### src/rtl/yuv_rgb_pkg.sv
package yuv_rgb_pkg;

  typedef enum logic [1:0] {
    PH_Y0 = 2'd0,
    PH_U  = 2'd1,
    PH_Y1 = 2'd2,
    PH_V  = 2'd3
  } phase_e;

  // Coefficient given in units of 1e-5, returned rounded to fw fractional bits
  function automatic int q_coef(input int c_e5, input int fw);
    return (c_e5 * (1 << fw) + 50000) / 100000;
  endfunction

  function automatic phase_e next_phase(input phase_e ph);
    case (ph)
      PH_Y0:   return PH_U;
      PH_U:    return PH_Y1;
      PH_Y1:   return PH_V;
      default: return PH_Y0;
    endcase
  endfunction

endpackage

### src/rtl/yuv_grp_collect.sv
module yuv_grp_collect
  import yuv_rgb_pkg::*;
#(
  parameter int unsigned DATA_W = 8
) (
  input  logic              clk_i,
  input  logic              rst_ni,
  input  logic              sof_i,
  input  logic              vld_i,
  input  logic [DATA_W-1:0] byte_i,
  output logic              grp_vld_o,
  output logic [DATA_W-1:0] y0_o,
  output logic [DATA_W-1:0] u_o,
  output logic [DATA_W-1:0] y1_o,
  output logic [DATA_W-1:0] v_o
);

  phase_e            phase_q, cur_ph, phase_d;
  logic              grp_vld_q;
  logic [DATA_W-1:0] y0_q, u_q, y1_q, v_q;

  always_comb begin
    cur_ph  = sof_i ? PH_Y0 : phase_q;
    phase_d = phase_q;
    if (vld_i)      phase_d = next_phase(cur_ph);
    else if (sof_i) phase_d = PH_Y0;
  end

  always_ff @(posedge clk_i or negedge rst_ni) begin
    if (!rst_ni) begin
      phase_q   <= PH_Y0;
      grp_vld_q <= 1'b0;
      y0_q      <= '0;
      u_q       <= '0;
      y1_q      <= '0;
      v_q       <= '0;
    end else begin
      phase_q   <= phase_d;
      grp_vld_q <= vld_i && (cur_ph == PH_V);
      if (vld_i) begin
        case (cur_ph)
          PH_Y0:   y0_q <= byte_i;
          PH_U:    u_q  <= byte_i;
          PH_Y1:   y1_q <= byte_i;
          default: v_q  <= byte_i;
        endcase
      end
    end
  end

  assign grp_vld_o = grp_vld_q;
  assign y0_o      = y0_q;
  assign u_o       = u_q;
  assign y1_o      = y1_q;
  assign v_o       = v_q;

  AST_GRP_NEEDS_BYTE: assert property (@(posedge clk_i) disable iff (!rst_ni)
    grp_vld_q |-> $past(vld_i));
  AST_PHASE_HOLD: assert property (@(posedge clk_i) disable iff (!rst_ni)
    (!vld_i && !sof_i) |=> $stable(phase_q));
  AST_SOF_BYTE_Y0: assert property (@(posedge clk_i) disable iff (!rst_ni)
    (sof_i && vld_i) |=> (phase_q == PH_U));
  AST_SOF_IDLE_Y0: assert property (@(posedge clk_i) disable iff (!rst_ni)
    (sof_i && !vld_i) |=> (phase_q == PH_Y0));

endmodule

### src/rtl/yuv_pix_seq.sv
module yuv_pix_seq #(
  parameter int unsigned DATA_W = 8
) (
  input  logic              clk_i,
  input  logic              rst_ni,
  input  logic              grp_vld_i,
  input  logic [DATA_W-1:0] y0_i,
  input  logic [DATA_W-1:0] u_i,
  input  logic [DATA_W-1:0] y1_i,
  input  logic [DATA_W-1:0] v_i,
  output logic              vld_o,
  output logic [DATA_W-1:0] y_o,
  output logic [DATA_W-1:0] u_o,
  output logic [DATA_W-1:0] v_o
);

  logic              pend_q;
  logic [DATA_W-1:0] y1_q, u_q, v_q;

  always_ff @(posedge clk_i or negedge rst_ni) begin
    if (!rst_ni) begin
      pend_q <= 1'b0;
      y1_q   <= '0;
      u_q    <= '0;
      v_q    <= '0;
    end else begin
      pend_q <= grp_vld_i;
      if (grp_vld_i) begin
        y1_q <= y1_i;
        u_q  <= u_i;
        v_q  <= v_i;
      end
    end
  end

  // First pixel straight from the group, second from the held copy
  assign vld_o = grp_vld_i | pend_q;
  assign y_o   = grp_vld_i ? y0_i : y1_q;
  assign u_o   = grp_vld_i ? u_i  : u_q;
  assign v_o   = grp_vld_i ? v_i  : v_q;

  AST_SEQ_NO_OVERLAP: assert property (@(posedge clk_i) disable iff (!rst_ni)
    !(grp_vld_i && pend_q));
  AST_SEQ_SECOND: assert property (@(posedge clk_i) disable iff (!rst_ni)
    grp_vld_i |=> (vld_o && $stable(u_o) && $stable(v_o)));

endmodule

### src/rtl/yuv_rgb_matrix.sv
module yuv_rgb_matrix
  import yuv_rgb_pkg::*;
#(
  parameter int unsigned DATA_W = 8,
  parameter int unsigned FRAC_W = 8
) (
  input  logic              clk_i,
  input  logic              rst_ni,
  input  logic              vld_i,
  input  logic [DATA_W-1:0] y_i,
  input  logic [DATA_W-1:0] u_i,
  input  logic [DATA_W-1:0] v_i,
  output logic              vld_o,
  output logic [DATA_W-1:0] r_o,
  output logic [DATA_W-1:0] g_o,
  output logic [DATA_W-1:0] b_o
);

  localparam int unsigned CW = DATA_W + 1;
  localparam int unsigned KW = FRAC_W + 3;
  localparam int unsigned PW = CW + KW;
  localparam int unsigned RW = PW - FRAC_W;
  localparam int unsigned SW = RW + 2;

  localparam logic [CW-1:0]        OFS   = CW'(2 ** (DATA_W - 1));
  localparam logic signed [PW-1:0] HALF  = PW'(2 ** (FRAC_W - 1));
  localparam logic signed [KW-1:0] K_RV  = KW'(q_coef(140200, FRAC_W));
  localparam logic signed [KW-1:0] K_GU  = KW'(q_coef(34414, FRAC_W));
  localparam logic signed [KW-1:0] K_GV  = KW'(q_coef(71414, FRAC_W));
  localparam logic signed [KW-1:0] K_BU  = KW'(q_coef(177200, FRAC_W));

  function automatic logic signed [RW-1:0] rnd(input logic signed [PW-1:0] p);
    logic signed [PW-1:0] t;
    t = p + HALF;
    return t[PW-1:FRAC_W];
  endfunction

  function automatic logic signed [SW-1:0] sx(input logic signed [RW-1:0] t);
    return {{(SW - RW){t[RW-1]}}, t};
  endfunction

  function automatic logic [DATA_W-1:0] clamp(input logic signed [SW-1:0] s);
    if (s[SW-1])              return '0;
    if (|s[SW-2:DATA_W])      return '1;
    return s[DATA_W-1:0];
  endfunction

  logic signed [CW-1:0] cu, cv;
  logic signed [PW-1:0] p_rv, p_gu, p_gv, p_bu;
  logic signed [RW-1:0] t_rv, t_gu, t_gv, t_bu;
  logic signed [SW-1:0] ys, r_s, g_s, b_s;

  always_comb begin
    cu   = $signed({1'b0, u_i}) - $signed(OFS);
    cv   = $signed({1'b0, v_i}) - $signed(OFS);
    p_rv = cv * K_RV;
    p_gu = cu * K_GU;
    p_gv = cv * K_GV;
    p_bu = cu * K_BU;
    t_rv = rnd(p_rv);
    t_gu = rnd(p_gu);
    t_gv = rnd(p_gv);
    t_bu = rnd(p_bu);
    ys   = $signed({{(SW - DATA_W){1'b0}}, y_i});
    r_s  = ys + sx(t_rv);
    g_s  = ys - sx(t_gu) - sx(t_gv);
    b_s  = ys + sx(t_bu);
  end

  logic              vld_q;
  logic [DATA_W-1:0] r_q, g_q, b_q;

  always_ff @(posedge clk_i or negedge rst_ni) begin
    if (!rst_ni) begin
      vld_q <= 1'b0;
      r_q   <= '0;
      g_q   <= '0;
      b_q   <= '0;
    end else begin
      vld_q <= vld_i;
      if (vld_i) begin
        r_q <= clamp(r_s);
        g_q <= clamp(g_s);
        b_q <= clamp(b_s);
      end
    end
  end

  assign vld_o = vld_q;
  assign r_o   = r_q;
  assign g_o   = g_q;
  assign b_o   = b_q;

  AST_MTX_LATENCY: assert property (@(posedge clk_i) disable iff (!rst_ni)
    vld_i |=> vld_o);
  AST_MTX_NEUTRAL: assert property (@(posedge clk_i) disable iff (!rst_ni)
    (vld_i && u_i == OFS[DATA_W-1:0] && v_i == OFS[DATA_W-1:0])
      |=> (r_o == $past(y_i) && g_o == $past(y_i) && b_o == $past(y_i)));

endmodule

### src/rtl/yuv422_rgb_conv.sv
module yuv422_rgb_conv #(
  parameter int unsigned DATA_W = 8,
  parameter int unsigned FRAC_W = 8
) (
  input  logic                clk_i,
  input  logic                rst_ni,
  input  logic                sof_i,
  input  logic                byte_vld_i,
  input  logic [DATA_W-1:0]   byte_i,
  output logic                pix_vld_o,
  output logic [3*DATA_W-1:0] pix_o
);

  logic              grp_vld;
  logic [DATA_W-1:0] g_y0, g_u, g_y1, g_v;
  logic              s_vld;
  logic [DATA_W-1:0] s_y, s_u, s_v;
  logic [DATA_W-1:0] r, g, b;

  yuv_grp_collect #(.DATA_W(DATA_W)) u_collect (
    .clk_i     (clk_i),
    .rst_ni    (rst_ni),
    .sof_i     (sof_i),
    .vld_i     (byte_vld_i),
    .byte_i    (byte_i),
    .grp_vld_o (grp_vld),
    .y0_o      (g_y0),
    .u_o       (g_u),
    .y1_o      (g_y1),
    .v_o       (g_v)
  );

  yuv_pix_seq #(.DATA_W(DATA_W)) u_seq (
    .clk_i     (clk_i),
    .rst_ni    (rst_ni),
    .grp_vld_i (grp_vld),
    .y0_i      (g_y0),
    .u_i       (g_u),
    .y1_i      (g_y1),
    .v_i       (g_v),
    .vld_o     (s_vld),
    .y_o       (s_y),
    .u_o       (s_u),
    .v_o       (s_v)
  );

  yuv_rgb_matrix #(.DATA_W(DATA_W), .FRAC_W(FRAC_W)) u_matrix (
    .clk_i  (clk_i),
    .rst_ni (rst_ni),
    .vld_i  (s_vld),
    .y_i    (s_y),
    .u_i    (s_u),
    .v_i    (s_v),
    .vld_o  (pix_vld_o),
    .r_o    (r),
    .g_o    (g),
    .b_o    (b)
  );

  assign pix_o = {r, g, b};

  AST_PIX_MAX_TWO: assert property (@(posedge clk_i) disable iff (!rst_ni)
    (pix_vld_o && $past(pix_vld_o)) |=> !pix_vld_o);
  AST_PIX_PAIRED: assert property (@(posedge clk_i) disable iff (!rst_ni)
    $fell(pix_vld_o) |-> $past(pix_vld_o, 2));

endmodule

### config.mk
export PLATFORM = sky130hd
export DESIGN_NAME = yuv422_rgb_conv
export DESIGN_NICKNAME = d
export VERILOG_FILES = /design/src/rtl/yuv_rgb_pkg.sv /design/src/rtl/yuv_grp_collect.sv /design/src/rtl/yuv_pix_seq.sv /design/src/rtl/yuv_rgb_matrix.sv /design/src/rtl/yuv422_rgb_conv.sv
export SDC_FILE = /design/constraint.sdc
export NUM_CORES = 1
export LEC_CHECK = 0
export ABC_AREA = 1
export BUFFER_PORTS_ARGS = -buffer_cell sky130_fd_sc_hd__buf_2
export CORE_ASPECT_RATIO = 0.5
export CORE_MARGIN = 5
export CORE_UTILIZATION = 53
export CTS_BUF_LIST = sky130_fd_sc_hd__clkbuf_4
export DETAILED_ROUTE_END_ITERATION = 10
export HOLD_SLACK_MARGIN = 0.05
export PLACE_DENSITY = 0.76
export SLEW_MARGIN = 25
export SYNTH_ARGS = -nofsm -noshare
export SYNTH_HDL_FRONTEND = slang
export SYNTH_SLANG_ARGS = --single-unit
### constraint.sdc
create_clock -name clk_i -period 11.7 [get_ports clk_i]
set_input_delay 1.755 -clock clk_i [delete_from_list [all_inputs] [get_ports clk_i]]
set_output_delay 1.755 -clock clk_i [all_outputs]
set_load 0.05 [all_outputs]
==> qor.txt <==
Finished layout cell area = 10800 sq um
Footprint of the multi-input gates = 6930 sq um
CTS max path bufs = 2
WHS = 485 ps
Final Hold Vio Count = 0
Final Skew = 23.3 ps
Vias in the first global route = 7706
Most frequent cells in the layout = nand2_1, inv_1, ha_1
Arrival time at the worst endpoint = 8840 ps
Yosys warning count = 0
RD Place Congestion = 0.934
Slew Limit Headroom = 0.466
DR pass1 iterations = 5
Global-route wire length before repair = 36.8 mm
Synth top area share = 0.210
Post-synthesis net count = 1529
Unrepaired setup endpoints after global routing = false
FP Rows = 35
Root Buffer = clkbuf_4
Global-route usage over all layers = 0.204
Starting density of the core = 0.545
CTS tree = built
Met1 Resource Use GR = 0.288
Filler cells = 1684
Clock Sinks = 85
HP Class = flip-flop to flip-flop
Placed cell count = 1566
CP Class = flip-flop to flip-flop
Cell area after placement = 10600 sq um
CP Capture Type = flip-flop
Die W = 205 um
Most common cell after layout, fill and taps aside = nand2_1
Crit share post-route = 0.727
PortBufs = 36
Largest net degree at the start of global routing = 82
Register Area = 2130 sq um
MaxCap Viol Count = 0
Max stage delay on crit path = 530 ps
Most used routing layer = met2
Drt via density = 5.03
Worst-Margin Slew = 792 ps
Ys flop type = dfrtp_1
Initial antenna violation count = 0
DRC = 0
Avg Inst Size Synth = 7.90 sq um
Die H = 108 um
Core Box Area = 18600 sq um
CP required = 12030 ps
Gate count after technology mapping = 1280
Fin. max-slew vios = 0
Leading area contributor after synthesis = dfrtp_1
Yosys cell types = 47
Num CTS Buffers = 9
Max Fanout on Critical Path = 35
Post-Route WL = 21.6 mm
IO Count = 37
Period minus WS final = 8500 ps
Slowest-stage cell, CP = fa_1
Sequential-to-total area share from yosys stat = 0.210
Worst skew pair latency = 450 ps
Max Fclk = 0.118 GHz
Die ar. = 22100 sq um
CP startpoint kind = flip-flop
Hold Buf Count CTS = 0
Clk slew on worst S/H paths = 150 ps
Layout overhead on the synthesized area = 6.37%
Setup TNS = 0 ps
Htree depth = 3
Post-synthesis cell area = 10100 sq um
Status = finished clean
Final ANT Viol Nets = 0
WL/cell = 13.7 um
Final Setup Violations = 0
Synth area leaders = dfrtp_1, ha_1, fa_1
Yosys reg bits = 85
Post-route insts no fill = 1583
Setup Buffers After CTS = 0
First-iteration detailed-routing DRC count = 630
Nets = 1567
Post-synth EDFFs = 0
GR Overflow Total = 0
Fraction of layout cells with a size suffix above 1 = 0.0854
Post-DP HPWL = 17.9 mm
Async SR Flop Fraction = 1.00
Top cell by count, worst path = nand2_1
Vias = 7955
Post-CTS sizing = 0
M3 GR Usage = 0.0307
Met2 usage = 0.334
[worst paths after layout]
path | startpoint | to | slack [ps] | depth (start not counted)
hold / removal | u_seq.y1_q[7]$_DFFE_PN0P_ | u_seq.y1_q[7]$_DFFE_PN0P_ | 480 | 2
max in group asynchronous | rst_ni | u_collect.v_o[6]$_DFFE_PN0P_ | 9710 | 2
setup reg to reg | u_collect.grp_vld_o$_DFF_PN0_ | u_matrix.g_o[6]$_DFFE_PN0P_ | 3200 | 38
min in group asynchronous | rst_ni | u_matrix.b_o[5]$_DFFE_PN0P_ | 1100 | 1
hold reg to reg | u_seq.y1_q[7]$_DFFE_PN0P_ | u_seq.y1_q[7]$_DFFE_PN0P_ | 480 | 2
setup / recovery | u_collect.grp_vld_o$_DFF_PN0_ | u_matrix.g_o[6]$_DFFE_PN0P_ | 3200 | 38
[metrics by stage]
step	utilization	worst slack, ps
3_5_place_dp	0.570	3360
2_1_floorplan	-	4190
3_3_place_gp	0.570	3530
5_1_grt	0.579	2580
4_1_cts	0.579	3250
6_report	0.579	3200
[Yosys cell counts, drive strengths merged (6+ instances only)]
cell type  number
nand2         335
clkbuf         11
o21ai          76
dfrtp          85
or2            16
o21bai          6
fa             68
ha            169
xnor2          26
xor2           39
nor2           56
nand3          48
nand4          11
inv           261
a21oi          47
[cells by family (layout without fill, tap and decap cells)]
family                   Yosys count  in the layout  synth area share
buffers and inverters            276            319             0.104
AND/OR/NAND/NOR                  474            474             0.205
adder cells (fa/ha/maj)          237            237             0.344
AO/OA/AOI/OAI                    142            142            0.0776
other                              0              1                 0
XOR/XNOR                          66             66            0.0593
flip-flops                        85             85             0.210
[final cells by class]
cell class,instances,share of cell area
Tap cell,259,0.0301
Clock buffer,11,0.00768
Multi-Input combinational cell,919,0.645
Clock inverter,5,0.00779
Timing Repair Buffer,40,0.0201
Antenna cell,1,0.000233
Sequential cell,85,0.198
Inverter,263,0.0918
[metal layers]
| metal | share of wire | vias to the layer above |
|---|---|---|
| met5 | 0 | - |
| met4 | 0.014 | 0 |
| met3 | 0.036 | 26 |
| met2 | 0.46 | 131 |
| met1 | 0.49 | 3735 |
| li1 | - | 4063 |
[critical path, delay by kind of cell, from the launching register on]
family	cells	cell delay, ps
adders and majority gates	8	3380
xor gates and xnor gates	2	350
AOI/OAI and AO/OA	10	1980
DFF	1	350
buffers and inverters	6	1000
and+or+nand+nor	12	1290
Power is left out: the tool's default activity adds up to more than one toggle a clock period on the data nets, which glitch-free logic cannot reach.
